--- src/rtl/tmr_capture_pkg.sv ---
// Shared encodings for the timer input capture unit.
// Assumes the mode field is 4 bits wide and uses the 01xx range for capture.
package tmr_capture_pkg;

    typedef enum logic [3:0] {
        CAP_FALL   = 4'b0100,
        CAP_RISE   = 4'b0101,
        CAP_RISE4  = 4'b0110,
        CAP_RISE16 = 4'b0111
    } cap_mode_e;

    // True when the code selects one of the four capture events.
    function automatic logic mode_active(input logic [3:0] m);
        return (m[3:2] == 2'b01);
    endfunction

    // True when the code selects one of the two divided rising-edge events.
    function automatic logic mode_divided(input logic [3:0] m);
        return (m[3:1] == 3'b011);
    endfunction

endpackage

--- src/rtl/cap_pin_sync.sv ---
// Resynchronises an asynchronous pin and reports its edges.
// Assumes the pin is held low through reset. Reports one-cycle rise/fall
// pulses by comparing the synchronised sample with the previous one.
module cap_pin_sync #(
    parameter int SYNC_STAGES = 2
) (
    input  logic clk,
    input  logic rst_n,
    input  logic pin_async,
    output logic rise,
    output logic fall
);
    localparam int CHAIN_W = SYNC_STAGES + 1;

    logic [CHAIN_W-1:0] chain_q;

    // Shift the pin through the synchroniser plus one history stage.
    always_ff @(posedge clk) begin
        if (!rst_n) chain_q <= '0;
        else        chain_q <= {chain_q[CHAIN_W-2:0], pin_async};
    end

    assign rise =  chain_q[CHAIN_W-2] & ~chain_q[CHAIN_W-1];
    assign fall = ~chain_q[CHAIN_W-2] &  chain_q[CHAIN_W-1];
endmodule

--- src/rtl/cap_edge_prescaler.sv ---
// Counts rising edges and fires on every 4th or every 16th one.
// Assumes clear is high whenever capture is off. The count is not reset
// when the divide setting changes, so a count left over from the larger
// divide makes the next edge fire at once.
module cap_edge_prescaler #(
    parameter int SMALL_DIV = 4,
    parameter int LARGE_DIV = 16
) (
    input  logic clk,
    input  logic rst_n,
    input  logic clear,
    input  logic step_en,
    input  logic use_large,
    input  logic rise,
    output logic fire
);
    localparam int CNT_W = $clog2(LARGE_DIV);
    localparam int CMP_W = CNT_W + 1;

    logic [CNT_W-1:0] cnt_q;
    logic [CMP_W-1:0] next_cnt;
    logic [CMP_W-1:0] limit;

    assign limit    = use_large ? CMP_W'(LARGE_DIV) : CMP_W'(SMALL_DIV);
    assign next_cnt = {1'b0, cnt_q} + CMP_W'(1);
    assign fire     = step_en & rise & (next_cnt >= limit);

    // Advance on each counted edge, wrap on fire, clear while disabled.
    always_ff @(posedge clk) begin
        if (!rst_n || clear) cnt_q <= '0;
        else if (fire)       cnt_q <= '0;
        else if (step_en && rise) cnt_q <= next_cnt[CNT_W-1:0];
    end
endmodule

--- src/rtl/tmr_capture.sv ---
// Top of the timer input capture unit: selects the event from the mode
// field, copies the chosen timer into the capture register and keeps a
// sticky flag. Assumes the selected timer is synchronous to clk.
module tmr_capture
    import tmr_capture_pkg::*;
#(
    parameter int TMR_W       = 16,
    parameter int SYNC_STAGES = 2
) (
    input  logic             clk,
    input  logic             rst_n,
    input  logic             pin_in,
    input  logic [3:0]       mode,
    input  logic [TMR_W-1:0] timer_a,
    input  logic [TMR_W-1:0] timer_b,
    input  logic             timer_sel,
    input  logic             flag_clr,
    output logic [TMR_W-1:0] cap_value,
    output logic             cap_flag
);
    logic       rise, fall, psc_fire, cap_evt, mode_hop, active;
    logic [3:0] mode_q;

    assign active = mode_active(mode);

    cap_pin_sync #(.SYNC_STAGES(SYNC_STAGES)) u_sync (
        .clk(clk), .rst_n(rst_n), .pin_async(pin_in),
        .rise(rise), .fall(fall)
    );

    cap_edge_prescaler #(.SMALL_DIV(4), .LARGE_DIV(16)) u_psc (
        .clk(clk), .rst_n(rst_n), .clear(!active),
        .step_en(mode_divided(mode)), .use_large(mode[0]),
        .rise(rise), .fire(psc_fire)
    );

    // Pick the event that the current mode listens to.
    always_comb begin
        unique case (mode)
            CAP_FALL:           cap_evt = fall;
            CAP_RISE:           cap_evt = rise;
            CAP_RISE4, CAP_RISE16: cap_evt = psc_fire;
            default:            cap_evt = 1'b0;
        endcase
    end

    // A move between two different capture codes raises a false flag.
    assign mode_hop = active && mode_active(mode_q) && (mode != mode_q);

    // Remember the previous mode to detect direct changes.
    always_ff @(posedge clk) begin
        if (!rst_n) mode_q <= '0;
        else        mode_q <= mode;
    end

    // Load the selected timer on each capture event.
    always_ff @(posedge clk) begin
        if (!rst_n)       cap_value <= '0;
        else if (cap_evt) cap_value <= timer_sel ? timer_b : timer_a;
    end

    // Sticky flag: set wins over clear.
    always_ff @(posedge clk) begin
        if (!rst_n)                cap_flag <= 1'b0;
        else if (cap_evt || mode_hop) cap_flag <= 1'b1;
        else if (flag_clr)         cap_flag <= 1'b0;
    end
endmodule

--- config.mk ---
export PLATFORM = sky130hd
export DESIGN_NAME = tmr_capture
export DESIGN_NICKNAME = d
export VERILOG_FILES = /design/src/rtl/tmr_capture_pkg.sv /design/src/rtl/cap_pin_sync.sv /design/src/rtl/cap_edge_prescaler.sv /design/src/rtl/tmr_capture.sv
export SDC_FILE = /design/constraint.sdc
export NUM_CORES = 1
export LEC_CHECK = 0
export ABC_AREA = 1
export BUFFER_PORTS_ARGS = -buffer_cell sky130_fd_sc_hd__buf_2
export CAP_MARGIN = 40
export CORE_MARGIN = 1.5
export CORE_UTILIZATION = 35
export DETAILED_ROUTE_END_ITERATION = 10
export HOLD_SLACK_MARGIN = 0.1
export PLACE_DENSITY = 0.58
export SYNTH_ARGS = -nofsm -noshare
export SYNTH_HDL_FRONTEND = slang
export SYNTH_SLANG_ARGS = --single-unit
--- constraint.sdc ---
create_clock -name clk -period 1.9 [get_ports clk]
set_input_delay 0.095 -clock clk [delete_from_list [all_inputs] [get_ports clk]]
set_output_delay 0.095 -clock clk [all_outputs]
set_load 0.01 [all_outputs]
======== Word-level counts from Yosys, hierarchy flattened ========
Cells that the tools add are included.
W data, S select, Z words.
cells by class
  add/sub/neg operators ................... 1
  $lt $le $gt $ge ......................... 1
  equality and inequality tests ........... 8
  mux-type cells .......................... 5
  bitwise gates (word level) .............. 6
  reductions and logical operators ........ 10
operators with widths
  kind                   count
  $eq A4 B3 Y1 const B   4
  $mux W16               1
  $add A4 B1 Y5 const B  1
  $ge A5 B5 Y1           1
  $mux W5                1
  $and A1 B1 Y1          4
  $eq A2 B1 Y1 const B   2
  $ne A4 B4 Y1           1
  $reduce_or A2 Y1       2
  $eq A3 B2 Y1 const B   1
  $logic_and A1 B1 Y1    3
  $pmux W1 S3            1
  $logic_not A1 Y1       2
  $logic_or A1 B1 Y1     2
  $mux W1                2
  $not A1 Y1             2
  $reduce_bool A2 Y1     1
word-level totals
  register bits ........................... 28
  word-level logic and storage cells ...... 36

======== Logic depth before layout (Yosys ltp) ========
  depth in word-level cells ............... 7
  gate-level depth with buffers ........... 14

======== Cells and area by module ========
Synthesis repeated with hierarchy kept, for this count alone.
second synthesis, totals
  cells, all modules ...................... 221
  area, all modules ....................... 1,497.7 um2
by module, submodules not included
  module              instances  cells an instance  area an instance (um2)
  tmr_capture         1          164                1,066.0
  cap_edge_prescaler  1          44                 331.6
  cap_pin_sync        1          13                 100.1

======== Worst setup path before layout ========
No wires, ideal clock.
  path kind ............................... register to register
  start point ............................. register u_psc.cnt_q[0]
  end point ............................... register cap_value[4]
  setup time .............................. 0.113 ns
  arrival time ............................ 1.810 ns
  slack ................................... -0.023 ns
  stages on the path, launching flop included .. 14
  buffers on the path ..................... 1
  cell sequence ........................... dfxtp_1 -> ha_1 -> or2_2 -> nand2_1 -> ha_1 -> a21oi_1 -> nand3_1 -> nand2_1 -> nand2_2 -> nand2_8 -> buf_12 -> nand3_2 -> nand2_1 -> nor2_2
on the way
  word-level cells in the longest chain between the ends .. 4
RTL lines
  element                 line                      RTL
  from (decl)             cap_edge_prescaler.sv:20  logic [CNT_W-1:0] cnt_q;
  from (signal assigned)  cap_edge_prescaler.sv:32  else if (step_en && rise) cnt_q <= next_cnt[CNT_W-1:0];
  $add A4 B1 Y5           cap_edge_prescaler.sv:25  assign next_cnt = {1'b0, cnt_q} + CMP_W'(1);
  $ge A5 B5 Y1            cap_edge_prescaler.sv:26  assign fire = step_en & rise & (next_cnt >= limit);
  $and A1 B1 Y1           cap_edge_prescaler.sv:26
  $pmux W1 S3             tmr_capture.sv:39         unique case (mode)
  to (signal assigned)    tmr_capture.sv:59         else if (cap_evt) cap_value <= timer_sel ? timer_b : timer_a;
  to (decl)               tmr_capture.sv:18         output logic [TMR_W-1:0] cap_value,
No other way between the ends.
A chain may end at the register's enable or synchronous reset.

======== Final worst setup path ========
  start point ............................. register u_psc.cnt_q[1]
  end point ............................... register cap_flag
on the way
  word-level cells in the longest chain between the ends .. 6
  elaborated cells between the ends (all ways) .. 7
  classes of those cells .................. 1 x add/sub; 1 x order compare; 2 x mux; 1 x bitwise; 2 x reduce/logical
RTL lines
  element                                               line                      RTL
  $add A4 B1 Y5 (*)                                     cap_edge_prescaler.sv:25
  $ge A5 B5 Y1 (*)                                      cap_edge_prescaler.sv:26
  $and A1 B1 Y1 (*)                                     cap_edge_prescaler.sv:26
  $pmux W1 S3 (*)                                       tmr_capture.sv:39
  $logic_or A1 B1 Y1 (*)                                tmr_capture.sv:65         else if (cap_evt || mode_hop) cap_flag <= 1'b1;
  $mux W1 / $reduce_bool A2 Y1 (equally long branches)  n/a
  to (signal assigned)                                  tmr_capture.sv:64         if (!rst_n) cap_flag <= 1'b0;
  to (signal assigned)                                  tmr_capture.sv:65
  to (signal assigned)                                  tmr_capture.sv:66         else if (flag_clr) cap_flag <= 1'b0;
  to (decl)                                             tmr_capture.sv:19         output logic cap_flag
Mark *: on every way between the ends. The rest lies on a longest branch, timed or not.

==> impl_metrics.json <==
{
  "status": "finished, violations left",
  "violations": "design-rule violations, negative setup slack",
  "path_cells": "ha_4 > or2_4 > nand2_4 > ha_4 > a21oi_2 > nand3_1 > nand2_1 > nand2_2 > nand2_8 > buf_6 > nand3_2 > nand2_1 > inv_1",
  "skew_ns": 0.00428,
  "core-area_um2": 4440,
  "setup_viol": 11,
  "area_delta_synth_final_pct": 36.9,
  "cts_made_buffers": 3,
  "path_delay_family": "simple AND/OR/NAND/NOR gates",
  "die_area_um2": 5130,
  "path_class": "flop to flop",
  "io_buffers": 57,
  "vdd_drop_max_mv": 0.446,
  "ys_warn_count": 0,
  "timing.rr.start": "u_psc.cnt_q[1]",
  "slew-limit-headroom_pct": 77.2,
  "worst_path_largest_cell_delay_ns": 0.35,
  "drtIter0Drc": 49,
  "max-cap-violations": 0,
  "worst_pin_slew_ns": 0.342,
  "cts-root-buf": "clkbuf_8",
  "syn_nets": 245,
  "end_kind": "flop",
  "powerDensity_nw_per_um2": 497,
  "post-route-min-period_ns": 1.93,
  "synthTopCellsByArea": "dfxtp_1 (34%), mux2_2 (11%), nand3_2 (8.5%)",
  "netlist_area_um2": 1650,
  "grt_pass1_wl_um": 5730,
  "gp_congestion": 0.816,
  "critPathMaxFanout": 8,
  "vias": 1457,
  "grt_max_degree": 34,
  "n_antenna_cell": 0,
  "startpoint": "u_psc.cnt_q[1]",
  "hold_viol": 0,
  "postSynthCellCount": 200,
  "yosysUniqueCellTypes": 28,
  "rows": 24,
  "ys_async_sr_fraction_pct": 0,
  "fin_util_pct": 50.7,
  "grt_setup_unrepaired": "true",
  "fin_nets": 314,
  "first_global_vias": 1384,
  "dieHeight_um": 71.6,
  "synth_top_area_cell": "dfxtp_1",
  "pre_cts_slack_ns": -0.0520,
  "nFillCells": 438,
  "drt_first_pass_iters": 7,
  "postLayoutSetupSlackWorst_ns": -0.0253,
  "fin_crit_sh_pct": 101,
  "critPathArrivalTime_ns": 2.10,
  "crit_buf_inv": 2,
  "netlist_top_cells_count": "nand2_1 (34), inv_1 (30), dfxtp_1 (28), nor2_1 (18), a21oi_1 (17)",
  "die_w_um": 71.6,
  "wl_per_cell_um": 10.6,
  "power.total_mw": 1.12,
  "numClockSinks": 28,
  "start_kind": "flop",
  "start_util_pct": 37.0,
  "cp.required_ns": 2.08,
  "cts.htree.levels": 1,
  "slew_viol_final": 0,
  "clk_pin_slew_ns": 0.09,
  "final_cells": 319,
  "yosysSeqAreaShare_pct": 34.0,
  "wirelength_um": 3400,
  "drc": 7,
  "grt_antenna_before_repair": 0,
  "ant_nets": 0,
  "syn_area_per_cell_um2": 8.23,
  "cts.path.max_buffers": 2,
  "synth_top_area_share_pct": 34.0,
  "clkLatencyLatePin_ns": 0.27,
  "synth_edf_count": 0,
  "cts_tree": "yes",
  "yosysMostFrequentCell": "nand2_1",
  "fmax_mhz": 519,
  "drive_gt1_share_pct": 49.4,
  "io_pins": 58,
  "synth_flop_cell": "dfxtp_1",
  "grt-ovfl-total": 0,
  "hold_path.class": "primary input to flop",
  "place_inst": 308,
  "total_leakage_power_nw": 1.21,
  "track_usage_pct": 13.8,
  "via_per_inst": 4.57,
  "ys_ff_latch": 28,
  "hp-start": "timer_a[5]",
  "slowest_stage": "dfxtp_2",
  "dp_hpwl_um": 2380
}
-- routing by layer --
metal | up-vias | routed length (um) | track usage (%)
li1 | 765 | - | -
met1 | 655 | 1450 | 16.3
met2 | 35 | 1710 | 25.4
met3 | 2 | 214 | 3.38
met4 | 0 | 14 | 2.52
met5 | - | 0 | 0
-- flip-flops by register name (all words and copies together) (netlist names) --
signal / flops
cap_flag: 1
cap_value: 16
mode_q: 4
u_psc.cnt_q: 4
u_sync.chain_q: 3
-- area by class of cell --
| class | count | area (um^2) | area share, % |
|---|---|---|---|
| multi-input cells | 128 | 951 | 42.2 |
| flip-flops and latches | 28 | 563 | 25.0 |
| repair buffers | 75 | 507 | 22.5 |
| inverters | 33 | 126 | 5.61 |
| well taps | 52 | 65.1 | 2.89 |
| clock buffers | 3 | 41.3 | 1.83 |
-- stage by stage --
step           hold WS [ns]  TNS [ns]  area, um^2
2_1_floorplan         0.188         0        1650
3_3_place_gp          0.278   -0.0833        2010
3_5_place_dp          0.281    -0.720        2010
4_1_cts               0.149   -0.0472        2250
5_1_grt               0.178     -2.12        2250
6_report              0.156   -0.0799        2250
-- where the power goes --
part	leakage, nW	switching [mW]	internal [mW]	total, mW
Combinational	0.962	0.0897	0.103	0.193
Clock	0.0216	0.173	0.142	0.315
Sequential	0.229	0.00772	0.605	0.612
Total	1.21	0.271	0.850	1.12
-- kinds of logic (layout without fill, tap and decap cells) --
kind of cell	Yosys count	in the layout	synth area share [%]
AOI/OAI and AO/OA	24	24	8.59
xor gates and xnor gates	3	3	1.60
adders and majority gates	4	4	3.04
buffers and inverters	44	111	14.5
DFF	28	28	34.0
muxes	16	16	10.9
and+or+nand+nor	81	81	27.3
-- cells in the final DEF (no fill, tap or decap), drive strengths merged, types with 3 or more instances in the layout --
cell type    count
ha               4
mux2            16
inv             33
dfxtp           28
nand2           36
dlygate4sd3      5
clkbuf           3
nand3           22
nor2            19
buf             70
a21oi           22
-- what timing repair did --
item / CTS / global route
cloned: 2 / 0
resized for setup: 14 / 11
hold endpoints to repair: 5 / 0
hold buffers: 5 / 0
pin swaps: 14 / 18
buffers inserted: 3 / 0
setup endpoints to repair: 20 / 21
-- path summary, 6_finish.rpt --
kind / slack (ns) / end / depth (start not counted)
min: 0.16 / cap_value[5] / 4
min reg2reg: 0.42 / u_sync.chain_q[1] / 2
max reg2reg: -0.03 / cap_flag / 13
max: -0.03 / cap_flag / 13
-- tightest hold or removal path, stage by stage --
cell     delay [ns]
buf_2          0.07
mux2_2         0.13
a21oi_1        0.03
nor2_1         0.07
No activity file was read; power rests on OpenSTA's default activity.
